### src/rtl/pbw_pkg.sv
package pbw_pkg;

  typedef enum logic [1:0] {
    RECOV_NONE   = 2'd0,
    RECOV_RESUME = 2'd1,
    RECOV_SHIP   = 2'd2,
    RECOV_HIZ    = 2'd3
  } recov_e;

  localparam int unsigned RST_MS_MAX = 10000;

  function automatic int unsigned wake_ms(input logic [1:0] code);
    int unsigned ms;
    case (code)
      2'd0:    ms = 50;
      2'd1:    ms = 100;
      2'd2:    ms = 500;
      default: ms = 1000;
    endcase
    return ms;
  endfunction

  function automatic int unsigned rst_ms(input logic [1:0] code);
    int unsigned ms;
    case (code)
      2'd0:    ms = 2000;
      2'd1:    ms = 4000;
      2'd2:    ms = 8000;
      default: ms = RST_MS_MAX;
    endcase
    return ms;
  endfunction

endpackage

### src/rtl/pbw_sync_deb.sv
module pbw_sync_deb #(
  parameter int SYNC_STAGES = 2,
  parameter int DEB_TICKS   = 8
) (
  input  logic clk,
  input  logic rst_n,
  input  logic tick,
  input  logic btn_n,
  output logic pressed
);
  localparam int DW = (DEB_TICKS > 1) ? $clog2(DEB_TICKS) : 1;

  logic [SYNC_STAGES-1:0] sync_q;
  logic [DW-1:0]          db_cnt;
  logic                   raw_press;

  // Metastability chain, idle level is released (high).
  always_ff @(posedge clk or negedge rst_n) begin
    if (!rst_n) sync_q <= '1;
    else        sync_q <= {sync_q[SYNC_STAGES-2:0], btn_n};
  end

  assign raw_press = ~sync_q[SYNC_STAGES-1];

  // A level change is accepted only after DEB_TICKS consecutive ticks.
  always_ff @(posedge clk or negedge rst_n) begin
    if (!rst_n) begin
      db_cnt  <= '0;
      pressed <= 1'b0;
    end else if (raw_press == pressed) begin
      db_cnt <= '0;
    end else if (tick) begin
      if (db_cnt == DW'(DEB_TICKS - 1)) begin
        pressed <= raw_press;
        db_cnt  <= '0;
      end else begin
        db_cnt <= db_cnt + 1'b1;
      end
    end
  end

endmodule

### src/rtl/pbw_hold_timer.sv
module pbw_hold_timer
  import pbw_pkg::*;
#(
  parameter int MS_TICKS = 1000,
  parameter int N_WAKE   = 2,
  parameter int CNT_W    = 24
) (
  input  logic                   clk,
  input  logic                   rst_n,
  input  logic                   tick,
  input  logic                   pressed,
  input  logic [N_WAKE-1:0][1:0] wake_code,
  input  logic [1:0]             rst_code,
  output logic [N_WAKE-1:0]      wake_evt,
  output logic                   rst_reached,
  output logic [CNT_W-1:0]       cnt
);
  localparam logic [CNT_W-1:0] SAT = CNT_W'(RST_MS_MAX * MS_TICKS);

  logic             inc;
  logic [CNT_W-1:0] rst_thr;

  assign inc = pressed && tick && (cnt != SAT);

  // Hold counter: cleared whenever the qualified button is released.
  always_ff @(posedge clk or negedge rst_n) begin
    if (!rst_n)        cnt <= '0;
    else if (!pressed) cnt <= '0;
    else if (inc)      cnt <= cnt + 1'b1;
  end

  // One crossing detector per wake channel.
  for (genvar w = 0; w < N_WAKE; w++) begin : g_wake
    logic [CNT_W-1:0] thr;
    logic             evt_q;
    assign thr = CNT_W'(wake_ms(wake_code[w]) * MS_TICKS);
    always_ff @(posedge clk or negedge rst_n) begin
      if (!rst_n) evt_q <= 1'b0;
      else        evt_q <= inc && (cnt == thr - 1'b1);
    end
    assign wake_evt[w] = evt_q;
  end

  assign rst_thr     = CNT_W'(rst_ms(rst_code) * MS_TICKS);
  assign rst_reached = (cnt >= rst_thr);

endmodule

### src/rtl/pbw_pulse.sv
module pbw_pulse #(
  parameter int WIDTH_TICKS = 128
) (
  input  logic clk,
  input  logic rst_n,
  input  logic tick,
  input  logic trig,
  output logic active
);
  localparam int PW = $clog2(WIDTH_TICKS + 1);

  logic [PW-1:0] remain;

  // A trigger (re)loads the full width; each tick afterwards consumes one.
  always_ff @(posedge clk or negedge rst_n) begin
    if (!rst_n)                      remain <= '0;
    else if (trig)                   remain <= PW'(WIDTH_TICKS);
    else if (tick && remain != '0)   remain <= remain - 1'b1;
  end

  assign active = (remain != '0);

endmodule

### src/rtl/pbw_ctrl.sv
module pbw_ctrl
  import pbw_pkg::*;
#(
  parameter int MS_TICKS    = 1000,
  parameter int SYNC_STAGES = 2,
  parameter int DEB_TICKS   = 8,
  parameter int INT_TICKS   = 128,
  parameter int RST_TICKS   = 400000
) (
  input  logic       clk,
  input  logic       rst_n,
  input  logic       tick_us,
  input  logic       btn_n,
  input  logic       bat_present,
  input  logic       vin_good,
  input  logic       chg_en,
  input  logic [1:0] cfg_wake1,
  input  logic [1:0] cfg_wake2,
  input  logic [1:0] cfg_rst,
  input  logic       cfg_rst_need_vin,
  input  logic       cfg_recov_hiz,
  input  logic       sys_off,
  input  logic       prev_idle,
  input  logic       stat_rd,
  output logic       irq,
  output logic       rst_pulse,
  output logic       wake1_flag,
  output logic       wake2_flag,
  output logic       rst_flag,
  output logic [1:0] recov_mode,
  output logic       sys_reen_req
);
  localparam int N_WAKE = 2;
  localparam int CNT_W  = $clog2(RST_MS_MAX * MS_TICKS + 1);

  logic                   db_pressed;
  logic                   qual_en;
  logic                   press_q;
  logic [N_WAKE-1:0][1:0] wake_code;
  logic [N_WAKE-1:0]      evt_w;
  logic                   rst_reached;
  logic [CNT_W-1:0]       hold_cnt;
  logic                   armed;
  logic                   rst_gate;
  logic                   rst_fire;
  logic                   irq_trig;
  logic [N_WAKE-1:0]      wake_flag_q;
  recov_e                 recov_q;
  recov_e                 recov_next;

  assign qual_en = bat_present | (vin_good & chg_en);
  assign press_q = db_pressed & qual_en;

  pbw_sync_deb #(
    .SYNC_STAGES (SYNC_STAGES),
    .DEB_TICKS   (DEB_TICKS)
  ) u_deb (
    .clk     (clk),
    .rst_n   (rst_n),
    .tick    (tick_us),
    .btn_n   (btn_n),
    .pressed (db_pressed)
  );

  assign wake_code[0] = cfg_wake1;
  assign wake_code[1] = cfg_wake2;

  pbw_hold_timer #(
    .MS_TICKS (MS_TICKS),
    .N_WAKE   (N_WAKE),
    .CNT_W    (CNT_W)
  ) u_timer (
    .clk         (clk),
    .rst_n       (rst_n),
    .tick        (tick_us),
    .pressed     (press_q),
    .wake_code   (wake_code),
    .rst_code    (cfg_rst),
    .wake_evt    (evt_w),
    .rst_reached (rst_reached),
    .cnt         (hold_cnt)
  );

  // Reset arming: one shot per press, re-armed by a qualified release.
  assign rst_gate = ~cfg_rst_need_vin | vin_good;
  assign rst_fire = armed & rst_reached & rst_gate;

  always_ff @(posedge clk or negedge rst_n) begin
    if (!rst_n)        armed <= 1'b1;
    else if (rst_fire) armed <= 1'b0;
    else if (!press_q) armed <= 1'b1;
  end

  // Sticky flags: a same-edge event dominates the read clear.
  for (genvar w = 0; w < N_WAKE; w++) begin : g_flag
    always_ff @(posedge clk or negedge rst_n) begin
      if (!rst_n) wake_flag_q[w] <= 1'b0;
      else        wake_flag_q[w] <= (wake_flag_q[w] & ~stat_rd) | evt_w[w];
    end
  end

  always_ff @(posedge clk or negedge rst_n) begin
    if (!rst_n) rst_flag <= 1'b0;
    else        rst_flag <= (rst_flag & ~stat_rd) | rst_fire;
  end

  assign wake1_flag = wake_flag_q[0];
  assign wake2_flag = wake_flag_q[1];

  // Pulse outputs.
  assign irq_trig = (|evt_w) | rst_fire;

  pbw_pulse #(.WIDTH_TICKS(INT_TICKS)) u_irq (
    .clk    (clk),
    .rst_n  (rst_n),
    .tick   (tick_us),
    .trig   (irq_trig),
    .active (irq)
  );

  pbw_pulse #(.WIDTH_TICKS(RST_TICKS)) u_rstp (
    .clk    (clk),
    .rst_n  (rst_n),
    .tick   (tick_us),
    .trig   (rst_fire),
    .active (rst_pulse)
  );

  // Recovery request latched at each reset.
  always_comb begin
    if (vin_good)           recov_next = RECOV_RESUME;
    else if (cfg_recov_hiz) recov_next = RECOV_HIZ;
    else                    recov_next = RECOV_SHIP;
  end

  always_ff @(posedge clk or negedge rst_n) begin
    if (!rst_n) begin
      recov_q      <= RECOV_NONE;
      sys_reen_req <= 1'b0;
    end else if (rst_fire) begin
      recov_q      <= recov_next;
      sys_reen_req <= sys_off & ((recov_next == RECOV_HIZ) |
                                 ((recov_next == RECOV_RESUME) & prev_idle));
    end
  end

  assign recov_mode = recov_q;

endmodule

### config.mk
export PLATFORM = sky130hd
export DESIGN_NAME = pbw_ctrl
export DESIGN_NICKNAME = d
export VERILOG_FILES = /design/src/rtl/pbw_pkg.sv /design/src/rtl/pbw_sync_deb.sv /design/src/rtl/pbw_hold_timer.sv /design/src/rtl/pbw_pulse.sv /design/src/rtl/pbw_ctrl.sv
export SDC_FILE = /design/constraint.sdc
export NUM_CORES = 1
export LEC_CHECK = 0
export ABC_AREA = 1
export BUFFER_PORTS_ARGS = -buffer_cell sky130_fd_sc_hd__buf_4
export CORE_UTILIZATION = 55
export CTS_CLUSTER_DIAMETER = 200
export DETAILED_ROUTE_END_ITERATION = 7
export PLACE_DENSITY = 0.72
export SLEW_MARGIN = 20
export SYNTH_ARGS = -nofsm -noshare
export SYNTH_HDL_FRONTEND = slang
export SYNTH_SLANG_ARGS = --single-unit
### constraint.sdc
create_clock -name clk -period 1.9 [get_ports clk]
set_clock_uncertainty 0.05 [all_clocks]
set_input_delay 0.095 -clock clk [delete_from_list [all_inputs] [get_ports clk]]
set_output_delay 0.095 -clock clk [all_outputs]
set_load 0.02 [all_outputs]
### After elaboration in Yosys (flattened, before gate mapping)

Cells that the tools add are included.

| storage, ports and cells | value |
|---|---|
| flip-flop bits (word level) | 66 |
| output and inout port bits | 8 |
| word-level logic and storage cells | 91 |

| cells by class | value |
|---|---|
| add/sub/neg operators | 6 |
| multiply operators | 3 |
| magnitude comparators | 1 |
| eq/ne operators | 15 |
| mux-type cells | 16 |
| bitwise operators | 20 |
| reductions and logical operators | 16 |

Operators with widths:

| cell | count |
|---|---|
| 10-bit case mux with 3 select lines | 2 |
| 24-bit == test | 2 |
| 24-bit 2-to-1 mux | 2 |
| 24-bit by 1-bit subtractor with 24-bit output, second input constant | 2 |
| 14-bit case mux with 3 select lines | 1 |
| 19-bit 2-to-1 mux | 2 |
| 10-bit by 7-bit multiplier with 17-bit output, second input constant | 2 |
| 24-bit by 1-bit adder with 24-bit output, second input constant | 1 |
| 24-bit greater-or-equal comparator | 1 |
| 24-bit != test, second input constant | 1 |
| 14-bit by 7-bit multiplier with 21-bit output, second input constant | 1 |
| 19-bit nonzero test | 1 |
| 19-bit by 1-bit subtractor with 19-bit output, second input constant | 1 |
| 8-bit 2-to-1 mux | 2 |
| 1-bit AND | 9 |
| 3-bit 2-to-1 mux | 3 |
| 2-bit by 1-bit == test with 1-bit output, second input constant | 4 |
| 2-bit == test, second input constant | 4 |
| 8-bit nonzero test | 1 |
| 8-bit by 1-bit subtractor with 8-bit output, second input constant | 1 |
| 1-bit OR | 7 |
| 1-bit logical AND | 6 |
| 2-bit logical NOT | 3 |
| 2-bit nonzero test | 3 |
| other kinds (9) | 15 |

### Logic depth before layout (Yosys ltp)

| logic depth | value |
|---|---|
| depth after elaboration | 8 |
| mapped depth | 20 |

### By module

Synthesis repeated with hierarchy kept, for this count alone.

| second synthesis, totals | value |
|---|---|
| cell total of the unflattened synthesis | 891 |
| area, all modules | 6029.5 µm² |

By module, submodules not included:

| module | instances | cells an instance | area each (µm²) |
|---|---|---|---|
| pbw_hold_timer | 1 | 556 | 3533.4 |
| pbw_pulse (u_rstp) | 1 | 195 | 1357.6 |
| pbw_pulse (u_irq) | 1 | 70 | 526.8 |
| pbw_ctrl | 1 | 41 | 344.1 |
| pbw_sync_deb | 1 | 29 | 267.8 |

### Least setup slack after synthesis

Ideal clock, no wire load.

| path | value |
|---|---|
| kind | input -> register |
| start | input cfg_rst[0] |
| end | register recov_q[1], in the netlist recov_mode[1] |
| library setup time | 0.117 ns |
| arrival | 2.752 ns |
| path slack | -1.019 ns |
| cell stages on the path | 19 |
| path buffers | 1 |
| path through | inv_1 -> ha_1 -> inv_1 -> ha_1 -> o32ai_1 -> a21oi_1 -> fa_1 -> xnor2_1 -> ha_1 -> nand2_1 -> nor2_1 -> nand2_1 -> nor2_1 -> nand2_1 -> nand3_2 -> nand2_1 -> buf_2 -> nand2_1 -> nand2_1 |

| on the way | value |
|---|---|
| word-level cells in the longest chain between the ends | 6 |
| elaborated cells between the ends (all ways) | 8 |
| those cells by class | mul: 1; order compare: 1; eq/ne: 2; mux: 1; bitwise: 2; reduce/logical: 1 |

Ends and longest elaborated chain:

| item | line | text |
|---|---|---|
| start: declaration | pbw_ctrl.sv:19 | `input logic [1:0] cfg_rst,` |
| 2-bit == test (tied with other cells) | pbw_pkg.sv:25 | `case (code)` |
| 14-bit case mux with 3 select lines (*) | pbw_pkg.sv:25 |  |
| 14-bit by 7-bit multiplier with 21-bit output (*) | pbw_hold_timer.sv:44 | `assign rst_thr = CNT_W'(rst_ms(rst_code) * MS_TICKS);` |
| 24-bit greater-or-equal comparator (*) | pbw_hold_timer.sv:45 | `assign rst_reached = (cnt >= rst_thr);` |
| 1-bit AND (*) (2 in series) | pbw_ctrl.sv:86 | `assign rst_fire = armed & rst_reached & rst_gate;` |
| end signal: assignment | pbw_ctrl.sv:141 | `recov_q <= recov_next;` |
| end: declaration | pbw_ctrl.sv:48 | `recov_e recov_q;` |

Every way passes the cells marked *; elsewhere a longest branch is shown, timed or not.
A chain may end at the register's enable or synchronous reset.

### Final worst setup path

| path | value |
|---|---|
| start | input cfg_rst[1] |
| end | register u_rstp.remain[1] |

| on the way | value |
|---|---|
| word-level cells in the longest chain between the ends | 7 |
| elaborated cells between the ends (all ways) | 10 |
| those cells by class | mul: 1; order compare: 1; eq/ne: 2; mux: 2; bitwise: 2; reduce/logical: 2 |

Ends and longest elaborated chain:

| item | line | text |
|---|---|---|
| 2-bit == test (tied with other cells) | pbw_pkg.sv:25 |  |
| 14-bit case mux with 3 select lines (*) | pbw_pkg.sv:25 |  |
| 14-bit by 7-bit multiplier with 21-bit output (*) | pbw_hold_timer.sv:44 |  |
| 24-bit greater-or-equal comparator (*) | pbw_hold_timer.sv:45 |  |
| 1-bit AND (*) (2 in series) | pbw_ctrl.sv:86 |  |
| 19-bit 2-to-1 mux or 2-bit nonzero test (tied branches) | - |  |
| end signal: assignment | pbw_pulse.sv:17 | `else if (trig) remain <= PW'(WIDTH_TICKS);` |
| end signal: assignment | pbw_pulse.sv:18 | `else if (tick && remain != '0) remain <= remain - 1'b1;` |
| end: declaration | pbw_pulse.sv:12 | `logic [PW-1:0] remain;` |

Marked as above.

==> flow_metrics.env <==
export IMPL_power_density_nw_per_um2=585
export IMPL_routed_via_density=5.23
export IMPL_grt_ovfl_total=0
export IMPL_drive_gt1_frac=0.252
export IMPL_cts_tree="built"
export IMPL_fp_dieW_um=102
export IMPL_tightest_slew_ps=816
export IMPL_ys_warn_count=0
export IMPL_worst_r2r_setup_slack_ps=50
export IMPL_cp_common_cell="nand2_1"
export IMPL_period_minus_slack_ps=2650
export IMPL_crit_required_ps=2130
export IMPL_pwr_share_clk=0.292
export IMPL_htree_num_levels=3
export IMPL_synth_top_area_share=0.284
export IMPL_grt_max_degree=67
export IMPL_layout_commonest_cell="nand2_1"
export IMPL_clk_transition_reported_paths_ps=80
export IMPL_drc=0
export IMPL_port_buffers=25
export IMPL_violations="setup timing"
export IMPL_wl_met2_mm=7.00
export IMPL_ant_nets=0
export IMPL_seqPwrFrac=0.407
export IMPL_routed_wl_mm=14.6
export IMPL_cts_sinks=66
export IMPL_p_int_mw=2.80
export IMPL_fillers=781
export IMPL_highest_layer="met4"
export IMPL_total_power_mw=4.24
export IMPL_finalMaxSlewViolations=0
export IMPL_antenna_found_initial=0
export IMPL_status="finished with violations"
export IMPL_avgSynthCellArea_sq_um=6.80
export IMPL_power_switching_mw=1.44
export IMPL_cts_buffers=9
export IMPL_met1Wirelength_mm=6.39
export IMPL_place_ws_ps=-1220
export IMPL_rsz0062_at_grt="yes"
export IMPL_switching_share=0.339
export IMPL_dr_pass1_iters=5
export IMPL_whs_ps=14.8
export IMPL_fin_ws_ps=-753
export IMPL_routabilityCongestion=1.01
export IMPL_ir_worst_vdd_mv=0.542
export IMPL_cpPeakStageDelay_ps=440
export IMPL_fmax_mhz=377
export IMPL_routedWlPerCell_um=13.7
export IMPL_synth_cells=815
export IMPL_wl_met3_um=854
export IMPL_critPathTopFamily="adder cells"
export IMPL_cpMaxStageDelayCell="fa_1"
export IMPL_yosys_top_cells_area="dfrtp_1 28%, nand2_1 15%, ha_1 12%"
export IMPL_cts_buffer_depth=2
export IMPL_yosysTopAreaCell="dfrtp_1"
export IMPL_start_kind="input pin"
export IMPL_worstSetupPathType="in -> reg"
export IMPL_period_share=1.40
export IMPL_io_pins=26
export IMPL_synth_seq_cells=66
export IMPL_drtIter0Drc=318
export IMPL_synth_area_sq_um=5540
export IMPL_die_h_um=102
export IMPL_power_leakage_nw=3.52
export IMPL_power_frac_comb=0.301
export IMPL_area_growth_syn_to_layout_pct=30.8
export IMPL_diodes=0
export IMPL_first_global_vias=5172
export IMPL_hold_viol_final=0
export IMPL_place_hpwl_mm=10.7
export IMPL_ys_types=36
export IMPL_fp_row_count=36
export IMPL_grt_pass1_wl_mm=23.4
export IMPL_core_area_sq_um=9770
export IMPL_initial_utilization=0.567
export IMPL_nNetsFinal=1004
export IMPL_seq_area_frac_synth=0.299
export IMPL_syn_num_nets=889
export IMPL_final_cell_mix="215 x nand2_1, 122 x nor2_1, 110 x buf_4"
export IMPL_min_path_type="in -> reg"
export IMPL_setup_viol=33
export IMPL_cp_num_buf_inv=4
export IMPL_cts_root_buf="clkbuf_8"
export IMPL_die_area_sq_um=10500
export IMPL_path_cells="buf_8 -> clkinvlp_4 -> ha_4 -> inv_2 -> ha_4 -> o32ai_4 -> a21oi_2 -> fa_1 -> xnor2_1 -> ha_1 -> nand2_1 -> a21oi_1 -> nor2_1 -> nand2_1 -> nand2_2 -> nand3_4 -> nand2_8 -> buf_8 -> nand2_1 -> nor2_1"
export IMPL_crit_arrival_ps=2880
export IMPL_grtUsageTotal=0.288
export IMPL_cp_end_kind="register"
export IMPL_cp_max_fo=7
export IMPL_clkLatencyLatePin_ps=350
export IMPL_vias=5587
export IMPL_slew_headroom=0.456
export IMPL_timing_max_cap_violations=0
[cell usage after synthesis]
library cell and number:
nand4_1 17, a21oi_1 12, o32ai_1 1, o31ai_1 3
o21bai_1 5, ha_1 53, or2_2 4, fa_1 3
a21boi_0 2, o21ai_1 8, nand3_1 55, o211ai_1 4
inv_2 8, nor3_1 8, nand3_2 3, nor2_4 2
buf_2 11, a22oi_1 2, buf_1 1, xnor2_1 14
xor2_1 19, dfrtp_1 63, inv_1 104, nor3b_1 1
nor2_1 137, nand3b_1 2, dfstp_2 3, nand2_1 226
nand2_4 3, a21o_1 1, o21ai_0 28, nor3_2 1
a31oi_1 1, buf_4 3, nor2_2 3, buf_6 4
[routing by layer]
metal | vias up | track usage
met5 | - | 0
met4 | 0 | 0.0879
met1 | 2571 | 0.375
met2 | 183 | 0.491
met3 | 44 | 0.0486
li1 | 2789 | -
[layout make-up]
class                      instances  area (sq um)  share of cell area
multi-input combinational        618          3720               0.513
clock inverter                     6          66.3             0.00915
sequential                        66          1660               0.228
inverter                         112           483              0.0666
clock buffer                      10           138              0.0190
tap                              133           166              0.0230
timing repair buffer             123          1020               0.141
[path summary, 6_finish.rpt]
path | startpoint | endpoint | cells past startpoint
min in group asynchronous | rst_n | u_rstp.remain[11] | 2
max | cfg_rst[1] | u_rstp.remain[1] | 20
max reg2reg | u_timer.cnt[17] | u_rstp.remain[1] | 11
max in group asynchronous | rst_n | wake2_flag | 2
min reg2reg | u_deb.sync_q[0] | u_deb.sync_q[1] | 0
min | tick_us | u_deb.db_cnt[1] | 3
[power groups by stage]
stage / registers [mW] / logic, mW / clock network [mW]
after floorplan: 1.70 / 0.726 / 0
after global placement: 1.72 / 0.988 / 0
after detailed placement: 1.73 / 1.03 / 0
after CTS: 1.70 / 1.18 / 1.25
after global routing: 1.74 / 1.44 / 1.32
final: 1.72 / 1.28 / 1.24
[registers in the layout (all words and copies together), names as in the netlist]
signal / count
u_timer.cnt: 24
u_rstp.remain: 19
u_irq.remain: 8
u_deb.db_cnt: 3
recov_mode: 2
u_deb.sync_q: 2
u_timer.g_wake.evt_q: 2
armed: 1
rst_flag: 1
sys_reen_req: 1
u_deb.pressed: 1
wake1_flag: 1
wake2_flag: 1
[worst register-to-register path, cell delays in order (launching register included)]
cell,delay [ps]
dfrtp_1,440
ha_1,330
nand2_1,70
nand2_1,40
nand2_1,50
nand2_1,40
a21oi_1,220
nand3_4,140
nand2_8,140
buf_8,140
nand2_1,50
nor2_1,70
[cells by family (layout without fill, tap and decap cells)]
group / Yosys count / after routing / synth area share
and+or+nand+nor: 462 / 462 / 0.351
buffers and inverters: 131 / 251 / 0.0986
AOI/OAI and AO/OA: 67 / 67 / 0.0691
DFF: 66 / 66 / 0.299
adders and majority gates: 56 / 56 / 0.130
xor gates and xnor gates: 33 / 33 / 0.0521
[through the flow]
stage	instances	instance area (sq um)	util	setup TNS [ps]
after floorplan	815	5790	-	-24150
after global placement	1029	6580	0.673	-32830
after detailed placement	1029	6580	0.673	-36780
after CTS	1060	7050	0.722	-21150
after global routing	1068	7250	0.742	-25740
final	1068	7250	0.742	-22220
[repair_timing]
| item | CTS | global route |
|---|---|---|
| buffers inserted | 12 | 8 |
| pin swaps | 16 | 20 |
| endpoints found under the hold margin | 67 | 0 |
| gates resized for setup | 36 | 39 |
| setup endpoints to repair | 34 | 38 |
| hold buffers | 3 | 0 |
Power figures use the tool's default switching activity.
